`config.mk`:
```
export PLATFORM = sky130hd
export DESIGN_NAME = trace_ring_writer
export DESIGN_NICKNAME = d
export VERILOG_FILES = /design/src/rtl/trace_ring_writer.sv
export SDC_FILE = /design/constraint.sdc
export NUM_CORES = 1
export LEC_CHECK = 0
export CORE_MARGIN = 5
export CORE_UTILIZATION = 25
export CTS_CLUSTER_DIAMETER = 150
export DETAILED_ROUTE_END_ITERATION = 16
export GPL_TIMING_DRIVEN = 0
export PLACE_DENSITY_LB_ADDON = 0.25
export SETUP_SLACK_MARGIN = 0.05
export SYNTH_ARGS = -nofsm -noshare
export SYNTH_HDL_FRONTEND = slang
export SYNTH_SLANG_ARGS = --single-unit
export TNS_END_PERCENT = 100
```
`constraint.sdc`:
```
create_clock -name clk -period 6.39 [get_ports clk]
set_clock_uncertainty 0.2 [all_clocks]
set_input_delay 1.278 -clock clk [delete_from_list [all_inputs] [get_ports clk]]
set_output_delay 1.278 -clock clk [all_outputs]
set_load 0.02 [all_outputs]
```
`src/rtl/trace_ring_writer.sv`:
```
module trace_ring_writer #(
  parameter int AW      = 32,
  parameter int DW      = 32,
  parameter int LEN_W   = 4,
  parameter int UNIT_DW = 524288
) (
  input  logic             clk,
  input  logic             rst_n,
  input  logic             size_we,
  input  logic             size_big,
  input  logic             base_we,
  input  logic [1:0]       base_sel,
  input  logic [AW-1:0]    base_wdata,
  input  logic [3:0]       done_clr,
  input  logic             ctl_we,
  input  logic [31:0]      ctl_wdata,
  input  logic             rec_valid,
  output logic             rec_ready,
  input  logic             rec_first,
  input  logic [LEN_W-1:0] rec_len,
  input  logic [DW-1:0]    rec_data,
  output logic             wr_valid,
  output logic [AW-1:0]    wr_addr,
  output logic [DW-1:0]    wr_data,
  output logic             trace_on,
  output logic [3:0]       done,
  output logic [1:0]       cur_idx
);
  localparam int FILL_W = $clog2(2*UNIT_DW) + 1;

  logic [AW-1:0]     base [4];
  logic              big;
  logic [FILL_W-1:0] fill;
  logic [FILL_W-1:0] limit;
  logic [FILL_W:0]   need;
  logic [1:0]        nxt;
  logic              live, nofit, take, close, last, adv;

  assign limit     = big ? FILL_W'(2*UNIT_DW) : FILL_W'(UNIT_DW);
  assign need      = {1'b0, fill} + (FILL_W+1)'(rec_len);
  assign live      = trace_on & ~done[cur_idx];
  assign nofit     = rec_valid & rec_first & (need > {1'b0, limit});
  assign rec_ready = live & ~nofit;
  assign take      = rec_valid & rec_ready;
  assign close     = live & nofit;
  assign last      = take & ((fill + 1'b1) >= limit);
  assign adv       = close | last;
  assign nxt       = cur_idx + 2'd1;

  always_ff @(posedge clk or negedge rst_n) begin
    if (!rst_n) begin
      for (int i = 0; i < 4; i++) base[i] <= '0;
      big      <= 1'b0;
      fill     <= '0;
      cur_idx  <= 2'd0;
      done     <= 4'd0;
      trace_on <= 1'b0;
      wr_valid <= 1'b0;
      wr_addr  <= '0;
      wr_data  <= '0;
    end else begin
      if (base_we) base[base_sel] <= base_wdata;
      if (size_we) big <= size_big;

      wr_valid <= take;
      if (take) begin
        wr_addr <= base[cur_idx] + (AW'(fill) << 2);
        wr_data <= rec_data;
      end

      if (adv)       fill <= '0;
      else if (take) fill <= fill + 1'b1;
      if (adv) cur_idx <= nxt;

      done <= (done & ~done_clr) | (adv ? (4'b0001 << cur_idx) : 4'b0000);

      if (ctl_we)
        trace_on <= |ctl_wdata;
      else if (trace_on && done[cur_idx] && !done_clr[cur_idx])
        trace_on <= 1'b0;
    end
  end
endmodule

```
==> flow_summary.json, run 1 <==
{
  "status": "finished clean",
  "irDropWorstVdd_v": 0.000231,
  "final.min_clock_period_ns": 6.14,
  "yosysMostFrequentCell": "dfrtp_1",
  "cp-start-kind": "primary input",
  "r2r_start": "cur_idx[1]",
  "cts_buffer_depth": 3,
  "synth-seq-cells": 222,
  "numCtsBuffers": 27,
  "die_area_mm2": 0.0513,
  "path_class": "primary input to output port",
  "critical_path.max_stage_delay_ns": 0.51,
  "fin_crit_sh": 0.961,
  "place_area_mm2": 0.0144,
  "postLayoutCoreUtil": 0.330,
  "yosys_warnings": 0,
  "dr.pass1.iters": 5,
  "core_mm2": 0.0465,
  "die_h_um": 226,
  "fmaxAchievable_mhz": 163,
  "path_buf_inv": 2,
  "crit_start": "rec_len[0]",
  "fin_area_mm2": 0.0153,
  "finalSetupViolations": 0,
  "drv_slew": 0,
  "num_rows": 79,
  "gp_congestion": 0.831,
  "synthesis.nets": 1097,
  "antenna_cells": 0,
  "rsz0062_at_grt": "no",
  "port_buffers": 186,
  "viasPerCell": 4.72,
  "drc_errors": 0,
  "worst_hold_path_type": "register to register",
  "synthFlopType": "dfrtp_1",
  "synth_top_area_share": 0.474,
  "antenna_found_initial": 5,
  "initial_core_util": 0.252,
  "hold_buffers": 0,
  "vias": 8456,
  "finalPower_mw": 6.16,
  "drt-total-wl_mm": 33.0,
  "num-fill-cells": 4672,
  "arrival_ns": 4.66,
  "fp.dieW_um": 226,
  "worst_pin_slew_ns": 0.911,
  "clock_latency_ns": 0.57,
  "grt_pass1_vias": 9018,
  "hp-start": "base[1]",
  "cp_max_fo": 4,
  "maxCapViolations": 0,
  "avgSynthCellArea_um2": 12.4,
  "yosys.area.top_type": "dfrtp_1",
  "max_slew_margin": 0.393,
  "required_ns": 4.91,
  "wl_per_cell_um": 18.4,
  "cts_root_buf": "clkbuf_16",
  "synthDistinctLibCells": 73,
  "syn_area_mm2": 0.0117,
  "area_growth_syn_to_layout_pct": 30.9,
  "drtIter0Drc": 453,
  "grt_max_degree": 118,
  "grt.total_usage": 0.128,
  "synth_edf_count": 0,
  "clkTransAtPathRegs_ns": 0.05,
  "synth_cells": 946,
  "antenna_left": 0,
  "cellPowerDensity_mw_per_mm2": 401,
  "end_kind": "output port",
  "finalNetCount": 1315,
  "hold_violations": 0,
  "cts_max_level": 1,
  "holdWs_ns": 0.297,
  "grt-ovfl-total": 0,
  "p_leak_nw": 6.15,
  "synth_commonest_cells": "dfrtp_1 (222), mux2_2 (185), nand2_1 (40)",
  "async_reset_ff_frac": 1.00,
  "grt_pass1_wl_mm": 52.3,
  "crit_top_cell": "a211oi_2",
  "yosysSeqAreaShare": 0.474,
  "critPathTopFamily": "simple AND/OR/NAND/NOR gates",
  "ys_top_cells_by_area": "dfrtp_1 (47%), mux2_2 (18%), mux4_2 (6.3%)",
  "place_hpwl_mm": 24.5,
  "drive_gt1_frac": 0.266,
  "cts_sinks": 222,
  "crit_chain": "clkdlybuf4s50_1 > ha_2 > fa_2 > nand3_2 > a211oi_2 > nand4_1 > xnor2_1 > ha_1 > or4bb_1 > a211oi_2 > and4_4 > nand4_4 > and2_4 > nor2b_2 > buf_4",
  "crit_slowest_cell": "or4bb_1",
  "ioPinCount": 187,
  "cts_tree": "done"
}
==> cell type report <==
class | instances | area (um2) | share of cell area
Buffer | 46 | 223 | 0.0145
Clock buffer | 38 | 767 | 0.0500
Clock inverter | 11 | 130 | 0.00848
Inverter | 33 | 124 | 0.00808
Multi-Input combinational cell | 644 | 5870 | 0.382
Sequential cell | 222 | 5560 | 0.362
Tap cell | 607 | 759 | 0.0495
Timing Repair Buffer | 190 | 1910 | 0.125
==> state kept, by name (all words and copies together) (netlist names) <==
| name | count |
|---|---|
| done | 4 |
| fill | 21 |
| cur_idx | 2 |
| wr_valid | 1 |
| big | 1 |
| wr_data | 32 |
| trace_on | 1 |
| wr_addr | 32 |
| base | 128 |
==> kinds of logic after synthesis <==
kind of cell	share of synthesized area
simple gates	0.0972
fa+ha+maj	0.0408
mux	0.246
buf+inv	0.0294
xor+xnor	0.0262
flops	0.474
compound gates	0.0860
==> routing by layer <==
layer | routed length (um) | GRT usage | part of all wire | up-vias
met5 | 61 | 0 | 0.0018 | -
met4 | 668 | 0.0278 | 0.020 | 8
met3 | 1650 | 0.0272 | 0.050 | 47
met2 | 15800 | 0.213 | 0.48 | 194
met1 | 14800 | 0.174 | 0.45 | 4238
li1 | - | - | - | 3969
==> final timing paths <==
kind	end	slack, ns	cells past startpoint
max	rec_ready	0.25	15
max reg2reg	wr_addr[24]	0.79	14
min in group asynchronous	wr_addr[1]	0.56	1
max in group asynchronous	wr_data[20]	4.33	2
min	base[1]	0.30	1
min reg2reg	base[1]	0.30	1
==> worst reg2reg max path, stage by stage (launching register included) <==
cell and delay [ns]:
dfrtp_1 0.40, clkbuf_1 0.47, buf_1 0.71, clkbuf_1 0.57
mux4_2 0.42, ha_1 0.38, and2_1 0.15, o21ai_0 0.10
a31oi_1 0.37, and2_1 0.30, a31oi_1 0.14, o21ai_1 0.65
nor3b_1 0.13, a311oi_1 0.36, a21oi_1 0.13
==> placed cells by master, fill, tap and decap left out, types with 4 or more instances in the layout <==
cell type,n
o31ai_1,5
o21a_1,6
mux2i_1,5
clkdlybuf4s50_1,184
mux4_2,33
a21o_1,10
buf_2,5
a31oi_1,12
nor2b_1,5
and3_1,9
nand4_1,14
clkbuf_1,30
nand2b_1,7
nor4_1,10
nor3b_1,5
nand3b_1,4
inv_1,33
and4_1,6
or2_2,6
buf_4,12
nor2_1,33
nand2_1,40
a21oi_1,38
a22o_1,7
clkinvlp_4,4
xor2_1,12
nand3_1,18
o21ai_0,18
o22ai_1,10
dfrtp_1,222
clkbuf_8,5
xnor2_1,23
clkinv_2,4
nor3_1,11
ha_1,33
buf_1,7
mux2_2,185
and2_1,9
clkbuf_16,27
a31o_2,4
==> through the flow <==
stage	worst slack, ns	setup TNS (ns)	instances
after floorplan	0.689	0	946
after global placement	-6.07	-1342.75	1739
after detailed placement	-0.635	-0.834	1740
after CTS	0.0553	0	1790
after global routing	0.0599	0	1791
final	0.248	0	1791
==> where the power goes <==
part           switching (mW)  internal (mW)  total, mW
logic                    1.30           1.31       2.62
clock network           0.636          0.920       1.56
registers               0.209           1.77       1.98
==> what timing repair did <==
| action | in CTS | in global routing |
|---|---|---|
| pin swaps | 4 | 3 |
| setup endpoints to repair | 6 | 6 |
| gates cloned | 0 | 0 |
| buffers inserted | 1 | 2 |
| gates resized for setup | 11 | 8 |
No activity file was read; power rests on OpenSTA's default activity.
==> run 2, diff against run 1 <==
--- a/config.mk
+++ b/config.mk
@@ -8,6 +8,7 @@
 export CORE_MARGIN = 5
 export CORE_UTILIZATION = 25
 export CTS_CLUSTER_DIAMETER = 150
+export CTS_CLUSTER_SIZE = 10
 export DETAILED_ROUTE_END_ITERATION = 16
 export GPL_TIMING_DRIVEN = 0
 export PLACE_DENSITY_LB_ADDON = 0.25
==> flow_summary.json, run 2 (synthesis results as in run 1) <==
{
  "clock_latency_ns": 0.55,
  "grt_pass1_vias": 8944,
  "cts_buffer_depth": 3,
  "largest_reg_flops": 128,
  "layout_common_cells": "dfrtp_1 (222), mux2_2 (185), clkdlybuf4s50_1 (184), nand2_1 (40), a21oi_1 (38)",
  "hold_buffers": 0,
  "required_ns": 4.91,
  "fp.dieW_um": 226,
  "vias": 8379,
  "grt-ovfl-total": 0,
  "drive_gt1_frac": 0.258,
  "max_slew_margin": 0.403,
  "clkTransAtPathRegs_ns": 0.05,
  "cts_root_buf": "clkbuf_16",
  "path_class": "primary input to output port",
  "hp-start": "base[52]",
  "reg_top3": "base (128), wr_addr (32), wr_data (32)",
  "ioPinCount": 187,
  "final_common_cell": "dfrtp_1",
  "numPlacedInstances": 1740,
  "irDropWorstVdd_v": 0.000198,
  "r2r_end": "wr_addr[26]",
  "crit_top_cell": "a211oi_2",
  "cp-start-kind": "primary input",
  "r2r_start": "cur_idx[1]",
  "top_register": "base",
  "hold_violations": 0,
  "antenna_found_initial": 5,
  "num_rows": 79,
  "port_buffers": 186,
  "die_area_mm2": 0.0513,
  "end_kind": "output port",
  "worst_pin_slew_ns": 0.895,
  "drtIter0Drc": 465,
  "rsz0062_at_grt": "no",
  "dr.pass1.iters": 5,
  "worst_hold_path_type": "register to register",
  "drt-total-wl_mm": 32.8,
  "grt_max_degree": 118,
  "critical_path.max_stage_delay_ns": 0.52,
  "critPathCapture": "rec_ready",
  "cellPowerDensity_mw_per_mm2": 389,
  "finalNetCount": 1314,
  "cts_sinks": 222,
  "arrival_ns": 4.67,
  "antenna_cells": 0,
  "place_hpwl_mm": 24.5,
  "drc_errors": 0,
  "drv_slew": 0,
  "fmaxAchievable_mhz": 163,
  "grt_pass1_wl_mm": 51.8,
  "final.min_clock_period_ns": 6.15,
  "core_mm2": 0.0465,
  "cts_max_level": 1,
  "num-fill-cells": 4670,
  "crit_chain": "clkdlybuf4s50_1 > ha_2 > fa_2 > nand3_2 > a211oi_2 > nand4_1 > xnor2_1 > ha_1 > or4bb_1 > a211oi_2 > and4_4 > nand4_4 > and2_4 > nor2b_2 > buf_4",
  "viasPerCell": 4.73,
  "postLayoutCoreUtil": 0.326,
  "status": "finished clean",
  "wl_per_cell_um": 18.5,
  "cts_tree": "done",
  "die_h_um": 226,
  "ff2ff_path_depth": 14,
  "area_growth_syn_to_layout_pct": 29.1,
  "gp_congestion": 0.831,
  "crit_start": "rec_len[0]",
  "fin_crit_sh": 0.963,
  "maxCapViolations": 0,
  "stdcell_count": 1770,
  "cp_max_fo": 4,
  "antenna_left": 0,
  "initial_core_util": 0.252,
  "finalSetupViolations": 0,
  "p_leak_nw": 6.06,
  "numCtsBuffers": 26,
  "crit_slowest_cell": "or4bb_1",
  "grt.total_usage": 0.127,
  "reg2reg_slack_ns": 0.76
}
run 2: changes by cell type in the layout (fill, tap and decap cells not counted), sizes merged:
cell | before | now
clkbuf | 62 | 50
clkinvlp | 4 | 0
clkinv | 4 | 1
bufinv | 2 | 0
run 2: how the worst min path moves through the flow:
stage	to	cells past startpoint
6_report	base[52]	1
5_1_grt	base[57]	1
4_1_cts	base[57]	1
3_5_place_dp	base[59]	1
3_3_place_gp	wr_addr[28]	1
2_1_floorplan	base[30]	1
run 2: per-layer routing:
layer,up-vias,share of wire,global-route usage
met3,50,0.047,0.0260
met2,195,0.48,0.212
met4,8,0.020,0.0256
met1,4176,0.45,0.173
li1,3950,-,-
met5,-,0.0019,0
run 2: through the flow:
step                      cell area [um2]  hold slack [ns]  setup slack (ns)  TNS (ns)  total power [mW]
final                               15100            0.298             0.239         0              5.89
after global routing                15100            0.310            0.0601         0              6.30
after global placement              14300            0.275             -6.07  -1342.75              4.63
after CTS                           15100            0.300            0.0553         0              6.00
after floorplan                     11700            0.274             0.689         0              3.64
after detailed placement            14400            0.288            -0.635    -0.834              4.66
run 2: final cells by class:
type                    count  area (um2)  area share
plain buffers              46         223      0.0147
clock buffers              26         651      0.0430
clock inverters             2        38.8     0.00256
inverters                  33         124     0.00819
multi-input cells         644        5870       0.388
flip-flops and latches    222        5560       0.367
well taps                 607         759      0.0502
repair buffers            190        1910       0.127
run 2: power by group:
part,total [mW],internal [mW],switching (mW)
registers,1.98,1.78,0.208
logic,2.62,1.31,1.30
clock network,1.29,0.721,0.568
run 2: critical path, delay by kind of cell:
kind	cells	cell delay, ns
buf+inv	2	0.61
xor+xnor	1	0.15
fa+ha+maj	3	0.73
simple gates	7	1.48
compound gates	2	0.41
run 2: what timing repair did:
| action | in CTS | in global routing |
|---|---|---|
| gates resized for setup | 11 | 8 |
| setup endpoints to repair | 6 | 6 |
| pin swaps | 4 | 3 |
| buffers inserted | 1 | 2 |
